`config.mk`:
```
export PLATFORM = sky130hd
export DESIGN_NAME = smb_regport_slave
export DESIGN_NICKNAME = d
export VERILOG_FILES = /design/src/rtl/smb_regport_pkg.sv /design/src/rtl/smb_sync.sv /design/src/rtl/smb_bus_cond.sv /design/src/rtl/smb_regport_slave.sv
export SDC_FILE = /design/constraint.sdc
export NUM_CORES = 1
export LEC_CHECK = 0
export BUFFER_PORTS_ARGS = -buffer_cell sky130_fd_sc_hd__buf_4
export CORE_ASPECT_RATIO = 1.25
export CORE_UTILIZATION = 45
export CTS_BUF_LIST = sky130_fd_sc_hd__clkbuf_16
export DETAILED_ROUTE_END_ITERATION = 8
export HOLD_SLACK_MARGIN = 0.02
export MAX_ROUTING_LAYER = met4
export PLACE_DENSITY = 0.67
export SLEW_MARGIN = 20
export SYNTH_ARGS = -nofsm -noshare
export SYNTH_HDL_FRONTEND = slang
export SYNTH_SLANG_ARGS = --single-unit
export TNS_END_PERCENT = 50
```
`constraint.sdc`:
```
create_clock -name clk -period 2.9 [get_ports clk]
set_input_delay 0.58 -clock clk [delete_from_list [all_inputs] [get_ports clk]]
set_output_delay 0.58 -clock clk [all_outputs]
set_load 0.03 [all_outputs]
```
`src/rtl/smb_regport_pkg.sv`:
```
package smb_regport_pkg;

    typedef enum logic [2:0] {
        ST_IDLE,
        ST_ADDR,
        ST_CMD,
        ST_WDATA,
        ST_READ,
        ST_RACK,
        ST_SKIP
    } smb_state_e;

    typedef struct packed {
        smb_state_e st;
        logic [3:0] cnt;
        logic       in_ack;
        logic [7:0] shift;
        logic [7:0] ptr;
        logic [1:0] idx;
        logic [7:0] txsh;
        logic       mack;
        logic       oe;
        logic       we;
        logic [1:0] be;
        logic [7:0] wbyte;
    } smb_regs_t;

endpackage

```
`src/rtl/smb_sync.sv`:
```
module smb_sync #(
    parameter int WIDTH  = 2,
    parameter int STAGES = 2
) (
    input  logic             clk,
    input  logic             rst_n,
    input  logic [WIDTH-1:0] din,
    output logic [WIDTH-1:0] dout
);
    logic [WIDTH-1:0] stage_q [STAGES];

    always_ff @(posedge clk or negedge rst_n) begin
        if (!rst_n) begin
            for (int i = 0; i < STAGES; i++) stage_q[i] <= '1;
        end else begin
            stage_q[0] <= din;
            for (int i = 1; i < STAGES; i++) stage_q[i] <= stage_q[i-1];
        end
    end

    assign dout = stage_q[STAGES-1];
endmodule

```
`src/rtl/smb_bus_cond.sv`:
```
module smb_bus_cond (
    input  logic clk,
    input  logic rst_n,
    input  logic scl_s,
    input  logic sda_s,
    output logic scl_rise,
    output logic scl_fall,
    output logic start_det,
    output logic stop_det
);
    logic scl_prev_q;
    logic sda_prev_q;

    always_ff @(posedge clk or negedge rst_n) begin
        if (!rst_n) begin
            scl_prev_q <= 1'b1;
            sda_prev_q <= 1'b1;
        end else begin
            scl_prev_q <= scl_s;
            sda_prev_q <= sda_s;
        end
    end

    assign scl_rise  = scl_s & ~scl_prev_q;
    assign scl_fall  = ~scl_s & scl_prev_q;
    assign start_det = scl_s & scl_prev_q & sda_prev_q & ~sda_s;
    assign stop_det  = scl_s & scl_prev_q & ~sda_prev_q & sda_s;
endmodule

```
`src/rtl/smb_regport_slave.sv`:
```
module smb_regport_slave
    import smb_regport_pkg::*;
#(
    parameter logic [6:0]          DEV_ADDR    = 7'h20,
    parameter int                  NUM_REGS    = 8,
    parameter logic [NUM_REGS-1:0] WORD_MAP    = 8'hF0,
    parameter int                  SYNC_STAGES = 2,
    localparam int                 AW          = (NUM_REGS > 1) ? $clog2(NUM_REGS) : 1
) (
    input  logic          clk,
    input  logic          rst_n,
    input  logic          scl_i,
    input  logic          sda_i,
    output logic          sda_oe,
    output logic [AW-1:0] reg_addr,
    input  logic [15:0]   reg_rdata,
    output logic          reg_we,
    output logic [1:0]    reg_be,
    output logic [15:0]   reg_wdata
);
    logic [1:0] bus_s;
    logic       scl_s, sda_s;
    logic       scl_rise, scl_fall, start_det, stop_det;
    logic       is_word;
    smb_regs_t  r_d, r_q;

    smb_sync #(.WIDTH(2), .STAGES(SYNC_STAGES)) u_sync (
        .clk  (clk),
        .rst_n(rst_n),
        .din  ({scl_i, sda_i}),
        .dout (bus_s)
    );
    assign scl_s = bus_s[1];
    assign sda_s = bus_s[0];

    smb_bus_cond u_cond (
        .clk      (clk),
        .rst_n    (rst_n),
        .scl_s    (scl_s),
        .sda_s    (sda_s),
        .scl_rise (scl_rise),
        .scl_fall (scl_fall),
        .start_det(start_det),
        .stop_det (stop_det)
    );

    assign is_word = WORD_MAP[r_q.ptr[AW-1:0]];

    always_comb begin
        r_d    = r_q;
        r_d.we = 1'b0;
        if (start_det) begin
            r_d.st     = ST_ADDR;
            r_d.cnt    = '0;
            r_d.in_ack = 1'b0;
            r_d.oe     = 1'b0;
        end else if (stop_det) begin
            r_d.st     = ST_IDLE;
            r_d.in_ack = 1'b0;
            r_d.oe     = 1'b0;
        end else if (r_q.in_ack) begin
            // ninth clock ends: release, or put the first read bit on the line
            if (scl_fall) begin
                r_d.in_ack = 1'b0;
                r_d.cnt    = '0;
                r_d.oe     = (r_q.st == ST_READ) ? ~r_q.txsh[7] : 1'b0;
            end
        end else begin
            case (r_q.st)
                ST_ADDR, ST_CMD, ST_WDATA: begin
                    if (scl_rise && r_q.cnt != 4'd8) begin
                        r_d.shift = {r_q.shift[6:0], sda_s};
                        r_d.cnt   = r_q.cnt + 4'd1;
                    end else if (scl_fall && r_q.cnt == 4'd8) begin
                        r_d.st = ST_SKIP;
                        if (r_q.st == ST_ADDR) begin
                            if (r_q.shift[7:1] == DEV_ADDR) begin
                                r_d.in_ack = 1'b1;
                                r_d.oe     = 1'b1;
                                r_d.idx    = '0;
                                if (r_q.shift[0]) begin
                                    r_d.st   = ST_READ;
                                    r_d.txsh = reg_rdata[7:0];
                                end else begin
                                    r_d.st = ST_CMD;
                                end
                            end
                        end else if (r_q.st == ST_CMD) begin
                            r_d.ptr    = r_q.shift;
                            r_d.in_ack = 1'b1;
                            r_d.oe     = 1'b1;
                            r_d.idx    = '0;
                            r_d.st     = ST_WDATA;
                        end else if (r_q.idx == 2'd0 || (r_q.idx == 2'd1 && is_word)) begin
                            r_d.in_ack = 1'b1;
                            r_d.oe     = 1'b1;
                            r_d.we     = 1'b1;
                            r_d.be     = (r_q.idx == 2'd0) ? 2'b01 : 2'b10;
                            r_d.wbyte  = r_q.shift;
                            r_d.idx    = r_q.idx + 2'd1;
                            r_d.st     = ST_WDATA;
                        end
                    end
                end
                ST_READ: begin
                    if (scl_rise && r_q.cnt != 4'd8) begin
                        r_d.cnt = r_q.cnt + 4'd1;
                    end else if (scl_fall && r_q.cnt == 4'd8) begin
                        r_d.oe   = 1'b0;
                        r_d.mack = 1'b0;
                        r_d.st   = ST_RACK;
                    end else if (scl_fall && r_q.cnt != 4'd0) begin
                        r_d.txsh = {r_q.txsh[6:0], 1'b0};
                        r_d.oe   = ~r_q.txsh[6];
                    end
                end
                ST_RACK: begin
                    if (scl_rise) begin
                        r_d.mack = ~sda_s;
                    end else if (scl_fall) begin
                        if (r_q.mack && r_q.idx == 2'd0 && is_word) begin
                            r_d.idx  = 2'd1;
                            r_d.txsh = reg_rdata[15:8];
                            r_d.oe   = ~reg_rdata[15];
                            r_d.cnt  = '0;
                            r_d.st   = ST_READ;
                        end else begin
                            r_d.st = ST_SKIP;
                        end
                    end
                end
                default: r_d.oe = 1'b0;
            endcase
        end
    end

    always_ff @(posedge clk or negedge rst_n) begin
        if (!rst_n) begin
            r_q <= '{st: ST_IDLE, default: '0};
        end else begin
            r_q <= r_d;
        end
    end

    assign sda_oe    = r_q.oe;
    assign reg_addr  = r_q.ptr[AW-1:0];
    assign reg_we    = r_q.we;
    assign reg_be    = r_q.be;
    assign reg_wdata = {r_q.wbyte, r_q.wbyte};
endmodule

```
==> flow_metrics.env <==
export IMPL_final_net_count=324
export IMPL_synthMuxAreaShare_pct=15.7
export IMPL_reg2reg_to="r_q[20]$_DFFE_PN0P_"
export IMPL_maxCapViolations=0
export IMPL_fillCellCount=591
export IMPL_design_core_area_mm2=0.00613
export IMPL_cts_made_buffers=5
export IMPL_cts_setup_buffers=0
export IMPL_final_seq_area_mm2=0.00121
export IMPL_cts_root_buf="clkbuf_16"
export IMPL_relSlewSlack_pct=48.6
export IMPL_syn_inst=279
export IMPL_wl_um=5730
export IMPL_grt_overflow=0
export IMPL_peakVddDrop_v=0.000282
export IMPL_synthAdderAreaFrac_pct=1.76
export IMPL_first_iter_violations=108
export IMPL_cts_tree="yes"
export IMPL_power_density_mw_per_mm2=673
export IMPL_grt_max_degree=49
export IMPL_hold_path_class="in -> async"
export IMPL_end_kind="flip-flop"
export IMPL_synth_compound_area_share_pct=14.4
export IMPL_grt_util_all_layers_pct=19.8
export IMPL_dpl_cell_area_mm2=0.00311
export IMPL_grt_pass1_vias=2030
export IMPL_seq_area_frac_synth_pct=42.4
export IMPL_worstPathMaxFanout=8
export IMPL_timing_fmax_mhz=412
export IMPL_fin_setup_tns_ns=0
export IMPL_grt_pass1_wl_um=9920
export IMPL_postCtsHoldBufs=0
export IMPL_pin_count=43
export IMPL_drive_above_1_share_pct=33.6
export IMPL_skew_ns=0.00593
export IMPL_ys_flop_type="dfrtp_1"
export IMPL_initial_core_util_pct=46.5
export IMPL_antenna_found_initial=0
export IMPL_required_ns=3.08
export IMPL_syn2layout_area_growth_pct=14.1
export IMPL_die_area_mm2=0.00666
export IMPL_setup_viol=0
export IMPL_antenna_left=0
export IMPL_die_w_um=73.2
export IMPL_synth_area_mm2=0.00285
export IMPL_num_vias=2127
export IMPL_status="finished, final reports clean"
export IMPL_postSynth_asyncResetShare_pct=100
export IMPL_timing_rr_start="r_q[34]$_DFFE_PN0P_"
export IMPL_remaining_drc_errors=0
export IMPL_fin_area_mm2=0.00325
export IMPL_cts_max_level=2
export IMPL_yosys_area_share_simple_pct=15.8
export IMPL_clk_path_buf_depth=2
export IMPL_slew_viol_final=0
export IMPL_die_y_um=91
export IMPL_r2r_cells=5
export IMPL_yosysWarnings=0
export IMPL_multi_input_area_mm2=0.00138
export IMPL_cts_resized=0
export IMPL_hold_violations=0
export IMPL_routedWlPerCell_um=14.8
export IMPL_rows=32
export IMPL_syn_area_per_cell_um2=10.2
export IMPL_n_antenna_cell=0
export IMPL_ys_types=59
export IMPL_met2_length_um=2840
export IMPL_synthesis_nets=303
export IMPL_met3WireLength_um=247
export IMPL_clk_pin_slew_ns=0.07
export IMPL_cts_sink_count=48
export IMPL_cp_arrival_ns=2.60
export IMPL_power_leakage_uw=0.00152
export IMPL_startpoint_type="flip-flop"
export IMPL_fin_crit_sh_pct=83.6
export IMPL_rsz0062_at_grt="false"
export IMPL_portBuffers=42
export IMPL_worst_pin_slew_ns=0.768
export IMPL_fin_crit_ns=2.42
export IMPL_dp_hpwl_um=4140
export IMPL_synth_top_family_by_area="simple AND/OR/NAND/NOR gates"
export IMPL_gp_congestion=0.891
export IMPL_synth_edf_count=0
export IMPL_rrSetupSlack_ns=0.48
export IMPL_dr_pass1_iters=4
export IMPL_critical_path_class="reg -> reg"
export IMPL_ys_ff_latch=48
export IMPL_clk_latency_ns=0.29
export IMPL_dr_max_layer_used="met4"
export IMPL_wl_met1_um=2500
export IMPL_synthXorXnorAreaFrac_pct=0.614
export IMPL_viasPerCell=5.51
[power breakdown]
| group | leakage, uW | switching, uW | internal [uW] |
|---|---|---|---|
| clock network | 0.0000716 | 246 | 318 |
| registers | 0.000628 | 180 | 779 |
| logic | 0.000822 | 341 | 326 |
| total | 0.00152 | 766 | 1420 |
[logic make-up (layout without fill, tap and decap cells)]
group           count (synthesis)  after routing
buf+inv                        47             69
mux                            38             38
compound gates                 61             61
xor+xnor                        2              2
flops                          48             48
fa+ha+maj                       4              4
simple gates                   79             79
[through the flow]
stage          power [uW]  hold WS [ns]  setup WS (ns)  utilization [%]  instances
2_1_floorplan        1470         0.284          0.654                -        279
4_1_cts              2210         0.320          0.462             53.1        386
3_5_place_dp         1630         0.347          0.470             50.8        378
6_report             2190         0.301          0.476             53.1        386
5_1_grt              2330         0.352          0.373             53.1        386
3_3_place_gp         1620         0.345          0.510             50.8        378
[worst max-delay path, cell delays in order (launching register included)]
cell	delay, ns
dfrtp_1	0.40
or4b_4	0.55
nor4_4	0.19
a31oi_1	0.11
or4_1	0.67
mux2_4	0.39
[synth_stat cells (all sizes together) (4+ instances only)]
cell type,number,area share [%]
nand3,18,3.2
o21ai,19,3.3
ha,4,1.8
a31oi,4,0.88
nand2,13,1.7
mux2i,9,3.2
nor2b,4,0.88
nand2b,4,0.88
mux2,29,13
buf,27,6.8
clkbuf,10,1.3
nor4,4,1.9
a21oi,11,1.9
dfstp,6,5.5
inv,10,1.3
dfrtp,42,37
nor2,13,1.8
nor3,9,1.6
[layout by cell type (no fill, tap or decap), drive strengths merged, types with 2 or more instances in the layout]
cell type,n
nor4,4
nor2,13
a21o,2
nor3,9
a221o,3
nor3b,2
nand2,13
mux2i,9
nand4,2
a31o,2
dfstp,6
dfrtp,42
nor2b,4
buf,51
inv,11
a31oi,4
o22a,3
o21a,2
nand2b,4
a21oi,11
nand3,18
o21ai,19
clkinv,2
mux2,29
ha,4
clkbuf,5
[worst max path at each step]
stage                             start                     to  slack, ns
floorplan           r_q[41]$_DFFE_PN0P_  reg_be[0]$_DFFE_PN0P_       0.65
global placement    r_q[34]$_DFFE_PN0P_    r_q[13]$_DFFE_PN0P_       0.51
detailed placement  r_q[34]$_DFFE_PN0P_    r_q[20]$_DFFE_PN0P_       0.47
CTS                 r_q[34]$_DFFE_PN0P_    r_q[20]$_DFFE_PN0P_       0.46
global route        r_q[22]$_DFFE_PN0P_    r_q[13]$_DFFE_PN0P_       0.37
finish              r_q[34]$_DFFE_PN0P_    r_q[20]$_DFFE_PN0P_       0.48
[flip-flops by register name (all words and copies together), names as in the netlist]
signal             count
r_q                   27
reg_wdata              8
reg_addr               3
reg_be                 2
u_sync.dout            2
u_sync.stage_q         2
reg_we                 1
sda_oe                 1
u_cond.scl_prev_q      1
u_cond.sda_prev_q      1
[layout make-up]
| type | count | area share, % |
|---|---|---|
| Clock buffer | 5 | 3.85 |
| Inverter | 10 | 1.15 |
| Tap cell | 85 | 3.27 |
| Sequential cell | 48 | 37.2 |
| Clock inverter | 3 | 0.538 |
| Timing Repair Buffer | 51 | 11.8 |
| Multi-Input combinational cell | 184 | 42.3 |
[metal layers]
| metal | up-vias | GRT usage, % |
|---|---|---|
| met5 | - | - |
| met4 | 0 | 7.19 |
| met3 | 10 | 3.33 |
| met2 | 69 | 31.5 |
| met1 | 1012 | 25.3 |
| li1 | 1036 | - |
Power figures use the tool's default switching activity.
